File: src/rtl/gpic_pkg.sv
`timescale 1ns/1ps
package gpic_pkg;
  localparam int CFG_W    = 8;
  localparam int INV_BIT  = 6;
  localparam int MODE_BIT = 5;
  localparam int LEN_LSB  = 3;
  localparam int LEN_W    = 2;

  typedef enum logic [1:0] {
    FS_DET      = 2'b00,
    FS_PIN      = 2'b01,
    FS_PIN_WARN = 2'b10,
    FS_NONE     = 2'b11
  } fsel_e;

  typedef struct packed {
    logic             invert;
    logic             edge_mode;
    logic [LEN_W-1:0] len_code;
  } cond_cfg_t;

  // pulse length in ticks for a length code: doubling per step
  function automatic int unsigned pulse_ticks(input logic [LEN_W-1:0] code);
    return 32'd1 << code;
  endfunction

  localparam int unsigned MAX_TICKS = pulse_ticks({LEN_W{1'b1}});
  localparam int CNT_W = $clog2(MAX_TICKS + 1);
endpackage

File: src/rtl/gpic_sync.sv
`timescale 1ns/1ps
module gpic_sync #(
  parameter int STAGES = 2
) (
  input  logic clk,
  input  logic rst_n,
  input  logic d_async,
  output logic q_sync
);
  logic [STAGES-1:0] chain_q;

  always_ff @(posedge clk or negedge rst_n) begin
    if (!rst_n) chain_q <= '0;
    else        chain_q <= {chain_q[STAGES-2:0], d_async};
  end

  assign q_sync = chain_q[STAGES-1];
endmodule

File: src/rtl/gpic_detect.sv
`timescale 1ns/1ps
module gpic_detect
  import gpic_pkg::*;
(
  input  logic      clk,
  input  logic      rst_n,
  input  logic      sync_in,
  input  cond_cfg_t cfg,
  input  logic      tick,
  output logic      edge_evt,
  output logic      pulse_on,
  output logic      logic_flt
);
  logic             cond;
  logic             cond_prev_q;
  logic             primed_q;
  logic [CNT_W-1:0] cnt_q;
  logic [CNT_W-1:0] load_val;

  assign cond     = sync_in ^ cfg.invert;
  assign edge_evt = primed_q & cond & ~cond_prev_q;
  assign load_val = CNT_W'(pulse_ticks(cfg.len_code));
  assign pulse_on = (cnt_q != '0);

  // history register; primed_q blocks an edge built from reset values
  always_ff @(posedge clk or negedge rst_n) begin
    if (!rst_n) begin
      cond_prev_q <= 1'b0;
      primed_q    <= 1'b0;
    end else begin
      cond_prev_q <= cond;
      primed_q    <= 1'b1;
    end
  end

  // pulse stretcher: load on edge (also retrigger), count down on ticks
  always_ff @(posedge clk or negedge rst_n) begin
    if (!rst_n)                    cnt_q <= '0;
    else if (!cfg.edge_mode)       cnt_q <= '0;
    else if (edge_evt)             cnt_q <= load_val;
    else if (tick && pulse_on)     cnt_q <= cnt_q - 1'b1;
  end

  assign logic_flt = cfg.edge_mode ? pulse_on : cond;

  p_edge_starts_pulse_r4: assert property (@(posedge clk) disable iff (!rst_n)
    cfg.edge_mode && edge_evt |=> pulse_on);

  p_tick_decrements_r5: assert property (@(posedge clk) disable iff (!rst_n)
    cfg.edge_mode && !edge_evt && tick && pulse_on |=> cnt_q == $past(cnt_q) - 1'b1);

  p_no_tick_holds_r5: assert property (@(posedge clk) disable iff (!rst_n)
    cfg.edge_mode && !edge_evt && !tick |=> $stable(cnt_q));

  p_level_has_no_pulse_r3: assert property (@(posedge clk) disable iff (!rst_n)
    !cfg.edge_mode |=> !pulse_on || cfg.edge_mode);
endmodule

File: src/rtl/gpic_route.sv
`timescale 1ns/1ps
module gpic_route
  import gpic_pkg::*;
(
  input  fsel_e fsel,
  input  logic  logic_flt,
  input  logic  det_flt,
  output logic  fault,
  output logic  warn
);
  always_comb begin
    fault = 1'b0;
    warn  = 1'b0;
    unique case (fsel)
      FS_DET:      fault = det_flt;
      FS_PIN:      fault = logic_flt;
      FS_PIN_WARN: begin
        fault = logic_flt;
        warn  = det_flt;
      end
      FS_NONE:     ;
      default:     ;
    endcase
  end
endmodule

File: src/rtl/gpic_top.sv
`timescale 1ns/1ps
module gpic_top
  import gpic_pkg::*;
#(
  parameter int SYNC_STAGES = 2
) (
  input  logic             clk,
  input  logic             rst_n,
  input  logic             pin_raw,
  input  logic             det_fault,
  input  logic [CFG_W-1:0] cfg_byte,
  input  logic [1:0]       func_sel,
  input  logic             tick,
  output logic             fault,
  output logic             warn
);
  logic      pin_sync;
  cond_cfg_t cond_cfg;
  fsel_e     fsel;
  logic      edge_evt;
  logic      pulse_on;
  logic      logic_flt;
  logic      unused_cfg;

  assign cond_cfg   = {cfg_byte[INV_BIT], cfg_byte[MODE_BIT], cfg_byte[LEN_LSB +: LEN_W]};
  assign unused_cfg = ^{cfg_byte[7], cfg_byte[2:0]};
  assign fsel       = fsel_e'(func_sel);

  gpic_sync #(.STAGES(SYNC_STAGES)) sync_i (
    .clk     (clk),
    .rst_n   (rst_n),
    .d_async (pin_raw),
    .q_sync  (pin_sync)
  );

  gpic_detect detect_i (
    .clk       (clk),
    .rst_n     (rst_n),
    .sync_in   (pin_sync),
    .cfg       (cond_cfg),
    .tick      (tick),
    .edge_evt  (edge_evt),
    .pulse_on  (pulse_on),
    .logic_flt (logic_flt)
  );

  gpic_route route_i (
    .fsel      (fsel),
    .logic_flt (logic_flt),
    .det_flt   (det_fault),
    .fault     (fault),
    .warn      (warn)
  );

  p_warn_only_combined_r9: assert property (@(posedge clk) disable iff (!rst_n)
    warn |-> func_sel == 2'b10 && det_fault);

  p_none_is_quiet_r10: assert property (@(posedge clk) disable iff (!rst_n)
    func_sel == 2'b11 |-> !fault && !warn);

  p_det_route_r7: assert property (@(posedge clk) disable iff (!rst_n)
    func_sel == 2'b00 |-> fault == det_fault && !warn);

  p_pulse_on_fault_r8: assert property (@(posedge clk) disable iff (!rst_n)
    func_sel == 2'b01 && cfg_byte[MODE_BIT] |-> fault == pulse_on);
endmodule

File: config.mk
export PLATFORM = sky130hd
export DESIGN_NAME = gpic_top
export DESIGN_NICKNAME = d
export VERILOG_FILES = /design/src/rtl/gpic_pkg.sv /design/src/rtl/gpic_sync.sv /design/src/rtl/gpic_detect.sv /design/src/rtl/gpic_route.sv /design/src/rtl/gpic_top.sv
export SDC_FILE = /design/constraint.sdc
export NUM_CORES = 1
export LEC_CHECK = 0
export BUFFER_PORTS_ARGS = -buffer_cell sky130_fd_sc_hd__buf_4
export CAP_MARGIN = 30
export CORE_MARGIN = 5
export CORE_UTILIZATION = 35
export CTS_CLUSTER_DIAMETER = 200
export DETAILED_ROUTE_END_ITERATION = 8
export PLACE_DENSITY = 0.73
export SETUP_SLACK_MARGIN = 0.5
export SLEW_MARGIN = 40
export SYNTH_ARGS = -nofsm -noshare
export SYNTH_HDL_FRONTEND = slang
export SYNTH_HIERARCHICAL = 1
export SYNTH_SLANG_ARGS = --single-unit
File: constraint.sdc
create_clock -name clk -period 1.8 [get_ports clk]
set_input_delay 0 -clock clk [delete_from_list [all_inputs] [get_ports clk]]
set_output_delay 0 -clock clk [all_outputs]
set_load 0.01 [all_outputs]
=== After elaboration in Yosys (flattened, before gate mapping) ===
Cells that the tools add are included.

* Word-level logic and storage cells: 23
* Flip-flop bits (word level): 8

* Shift-type cells: 1
* Multiplexer cells: 6
* Reductions and logical operators: 4
* Add/subtract/negate cells: 1
* Equality and inequality tests: 3
* Bitwise operators: 4

{| class="wikitable"
|+ Operators with widths
! kind !! count
|-
| 4-bit two-way mux || 3
|-
| 4-bit nonzero test || 1
|-
| 1-bit by 2-bit << shifter with 4-bit output (first input constant) || 1
|-
| 4-bit by 1-bit subtractor with 4-bit output (second input constant) || 1
|-
| 3-bit by 1-bit inequality test with 1-bit output (second input constant) || 1
|-
| 1-bit AND || 2
|-
| 2-bit by 1-bit == test with 1-bit output (second input constant) || 1
|-
| 2-bit == test (second input constant) || 1
|-
| 2-bit zero test || 1
|-
| 1-bit two-way mux || 2
|-
| 1-bit case mux with 2 select lines || 1
|-
| 2-bit OR reduction || 1
|-
| 1-bit logical AND || 1
|-
| 1-bit NOT || 1
|-
| 1-bit bitwise XOR || 1
|}

=== Depth between registers and ports, before layout ===
* Word-level depth: 5
* Depth in mapped cells: 7
* Mapped depth without buffers: 6

=== By module ===
The synthesis kept the hierarchy.

{| class="wikitable"
|+ By module, submodules not included
! module !! area an instance (um^2) !! cells each !! instances !! seq. area each (um^2)
|-
| gpic_detect || 379.1 || 38 || 1 || 150.1
|-
| gpic_route || 62.6 || 8 || 1 || 0.0
|-
| gpic_sync || 50.0 || 2 || 1 || 50.0
|}

=== Worst setup path before layout ===
Ideal clock, no wire load.

* Path type: reg2reg
* Start point: register detect_i.cnt_q[0]
* End point: register detect_i.cnt_q[0]
* Library setup time: 0.123 ns
* Stages on the path, launching flop included: 7
* Path slack: 0.155 ns
* Arrival time: 1.522 ns
* Buffers on the path: 1
* Cells stage by stage: dfrtp_1 inv_1 ha_1 or3b_1 buf_6 a32o_1 o221a_1

* Elaborated cells on any way between the ends: 7
* Classes of those cells: 1 x add/sub; 1 x eq/ne; 3 x mux; 2 x reduce/logical

{| class="wikitable"
|+ RTL lines
! what !! line !! text
|-
| from (decl) || gpic_detect.sv:17 || <nowiki>logic [CNT_W-1:0] cnt_q;</nowiki>
|-
| from (signal assigned) || gpic_detect.sv:40 || <nowiki>else if (edge_evt) cnt_q <= load_val;</nowiki>
|-
| from (signal assigned) || gpic_detect.sv:41 || <nowiki>else if (tick && pulse_on) cnt_q <= cnt_q - 1'b1;</nowiki>
|-
| 4-bit nonzero test || gpic_detect.sv:23 || <nowiki>assign pulse_on = (cnt_q != '0);</nowiki>
|-
| via pulse_on || gpic_top.sv:21 || <nowiki>logic pulse_on;</nowiki>
|-
| 1-bit logical AND || gpic_detect.sv:41 ||
|-
| 3-bit by 1-bit inequality test with 1-bit output (no source line) || n/a ||
|}

The timed path passes the listed nets, and every way through them passes these cells. The select of a mux whose other input is x is not followed.
A chain may end at the register's enable or synchronous reset.

=== Worst setup path in the final report ===
* Start point: register detect_i.cnt_q[0]
* End point: output fault

* Longest elaborated chain between the ends: 3

{| class="wikitable"
|+ Ends and longest elaborated chain
! what !! line !! text
|-
| 4-bit nonzero test || gpic_detect.sv:23 ||
|-
| via pulse_on || gpic_top.sv:21 ||
|-
| 1-bit two-way mux || gpic_detect.sv:44 || <nowiki>assign logic_flt = cfg.edge_mode ? pulse_on : cond;</nowiki>
|-
| via logic_flt || gpic_top.sv:22 || <nowiki>logic logic_flt;</nowiki>
|-
| 1-bit case mux with 2 select lines || gpic_route.sv:14 || <nowiki>unique case (fsel)</nowiki>
|-
| to (decl) || gpic_top.sv:14 || <nowiki>output logic fault,</nowiki>
|}

The timed path passes the listed nets, and every way through them passes these cells.

==> reports/metrics.sh <==
WORSTSETUPENDPOINTTYPE='output pin'
POWER_FRAC_CLOCK_PCT=21.7
POST-ROUTE-WORST-SETUP-SLACK_NS=-0.007120
P_LEAK_nW=0.3290
WORST-PATH-STAGES=7
DRIVE_GT1_SHARE_PCT=42.65
GLOBAL_ROUTE_WIRE_LENGTH_BEFORE_REPAIR_MICRONS=1490
DRV_CAP=0
SYNTH.AVG_CELL_AREA_SQ_UM=10.38
POWER.SHARE.SEQUENTIAL_PCT=35.5
POST-PLACE-WS_NS=0.1321
POWER_SWITCHING_SHARE_PCT=27.93
DIE-WIDTH_MICRONS=47.34
ANTENNA_VIOLATING_NETS_POST_ROUTE=0
AVGROUTEDWIREPERCELL_MICRONS=11.66
GRT_ANTENNA_BEFORE_REPAIR=0
CTS_SINKS=8
FLOORPLAN.ROWS=13
TOTAL_POWER_mW=0.5952
WORST_SKEW_PAIR.LATE_LATENCY_NS=0.25
CLOCKROOTBUFFER='sky130_fd_sc_hd__clkbuf_4'
SYNTH.YOSYS.WARNINGS=6
TIMING_WORST_SETUP_PATH_TYPE='flip-flop to output pin'
PATH_BUF_INV=2
CELLINTERNALPOWER_mW=0.4290
GRTUSAGEMET2_PCT=16.04
SYNTHCELLS=47
CRITICAL_PATH_ARRIVAL_NS=1.81
GLOBALROUTEMET1UTIL_PCT=10.80
FIRST_GLOBAL_VIAS=385
MAX_CLOCK_FREQ_MHz=553.4
IO_BUFFER_COUNT=12
AREA.GROWTH.SYNTH_TO_FINAL_PCT=43.59
WORSTPATHCELLLIST='inv_2 -> ha_4 -> or3b_4 -> mux2_4 -> a22oi_2 -> nor2_1 -> buf_4'
PLACE_HPWL_MICRONS=718.7
GRT.MET3_USAGE_PCT=6.130
CTS_MAX_LEVEL=1
DETAILROUTE.VIA_COUNT=429
CP_TOP_FAMILY='simple AND/OR/NAND/NOR gates'
CTS_MADE_BUFFERS=3
START_KIND='flip-flop'
POST_SYNTH_INSTANCE_AREA_SQ_UM=488.0
PWR-SHARE-COMB_PCT=42.8
CRITICAL_PATH_PEAK_FANOUT=3
FIRST_PASS_ITERS=4
CP_PEAK_STAGE_DELAY_NS=0.39
FIN_CELLS=83
GLOBALPLACE.CONGESTION=0.7328
ANTENNA_CELLS=0
HOLD-WORST-SLACK_NS=0.03502
DIE_AREA_SQ_UM=2241
DEPTH_OF_THE_WORST_HOLD_TIMING_PATH=2
NETS=89
MAX-CLOCK-PATH-BUFFERS=2
SETUP_TNS_NS=-0.007120
WORST_SKEW_NS=0.007798
GRT_START_MAX_NET_PINS=9
CELLPOWERDENSITY_nW_PER_UM2=849.5
POWER.NET_SWITCHING_mW=0.1662
TOTAL_GR_OVERFLOW=0
R2R_CELLS=7
FINAL.MIN_CLOCK_PERIOD_NS=1.807
WORST_SETUP_HOLD_PATH_CLK_SLEW_NS=0.05
PLACEABLECOREAREA_SQ_UM=1318
TOP_LEVEL_PORTS=17
GLOBAL_ROUTE.USAGE.TOTAL_PCT=9.760
CP_DATA_REQUIRED_TIME_NS=1.80
GRT_MOST_USED_LAYER='met2'
RSZ0062_AT_GRT='yes'
CLOCK_TREE_FROM_TRITONCTS='built'
FP.DIEH_MICRONS=47.34
DR.FIRST_ITER.DRC_COUNT=7
FAILED_CHECKS='setup timing'
VIASPERCELL=5.169
PERIOD_SHARE_PCT=100.4
TOTAL_DETAILED_ROUTING_WIRELENGTH_MICRONS=968
HOLD_VIOLATIONS=0
SYNTH_NETS=66
RUN_STATUS='finished, violations left'
CP_SLOWEST_CELL='sky130_fd_sc_hd__or3b_4'
FLOORPLAN.INITIALDENSITY_PCT=37.04
DPL_CELLS=73
HP-CLASS='primary input to flip-flop'
IRDROPWORSTVDD_uV=501.5
TIMING.FINAL.MAX_SLEW_VIOLATIONS=0
DRC_VIOLATION_COUNT_AFTER_ROUTING=0
FINALSETUPVIOLATIONS=1
==> layout by cell type, fill, tap and decap left out, types with 2 or more instances in the layout <==
cell type and n:
sky130_fd_sc_hd__ha_1 3, sky130_fd_sc_hd__dlygate4sd3_1 2, sky130_fd_sc_hd__clkbuf_4 3, sky130_fd_sc_hd__nor2_1 3, sky130_fd_sc_hd__buf_4 16, sky130_fd_sc_hd__a21oi_1 2
sky130_fd_sc_hd__inv_2 3, sky130_fd_sc_hd__a21boi_0 2, sky130_fd_sc_hd__o22ai_1 2, sky130_fd_sc_hd__dfrtp_1 8, sky130_fd_sc_hd__inv_1 2
==> cell type report <==
cell class / count / area, sq um
Timing Repair Buffer: 19 / 151.4
Inverter: 5 / 18.77
Fill cell: 121 / 616.8
Clock buffer: 3 / 22.52
Sequential cell: 8 / 200.2
Multi-Input combinational cell: 33 / 289.0
Tap cell: 15 / 18.77
==> power by group through the flow <==
| stage | Clock [mW] | Sequential (mW) | Combinational [mW] |
|---|---|---|---|
| 3_5_place_dp | 0 | 0.215 | 0.174 |
| 2_1_floorplan | 0 | 0.212 | 0.140 |
| 6_report | 0.129 | 0.211 | 0.255 |
| 4_1_cts | 0.136 | 0.211 | 0.244 |
| 3_3_place_gp | 0 | 0.215 | 0.170 |
| 5_1_grt | 0.145 | 0.214 | 0.283 |
==> routing by layer <==
layer	wire (microns)	part of all wire, %
met2	481	50
met1	410	42
met4	0	0
met5	0	0
met3	77	8.0
==> path summary, 6_finish.rpt <==
kind                       slack (ns)           endpoint         startpoint
min in group asynchronous        0.10  detect_i/cnt_q[0]              rst_n
max in group asynchronous        1.57  detect_i/primed_q              rst_n
setup / recovery               -0.007              fault  detect_i/cnt_q[0]
hold / removal                   0.04  detect_i/cnt_q[0]        cfg_byte[5]
hold reg to reg                  0.35  sync_i/chain_q[1]  sync_i/chain_q[0]
setup reg to reg                 0.02  detect_i/cnt_q[0]  detect_i/cnt_q[0]
==> sequential cells by signal, indices dropped and copies added (netlist names) <==
name                  flops
detect_i/primed_q         1
sync_i/chain_q            2
detect_i/cond_prev_q      1
detect_i/cnt_q            4
==> repair_timing <==
item,CTS,global route
setup endpoints to repair,3,4
endpoints found under the hold margin,9,0
gates resized for setup,4,0
pin swaps,1,0
hold buffers,2,0
setup buffers,4,1
==> per-stage QoR <==
stage                     util (%)  instance area (sq um)
final                        53.18                  700.7
after global routing         53.18                  700.7
after CTS                    52.61                  693.2
after detailed placement     45.96                  605.6
after global placement       45.96                  605.6
after floorplan                  -                  508.0
No activity file was read; power rests on OpenSTA's default activity.
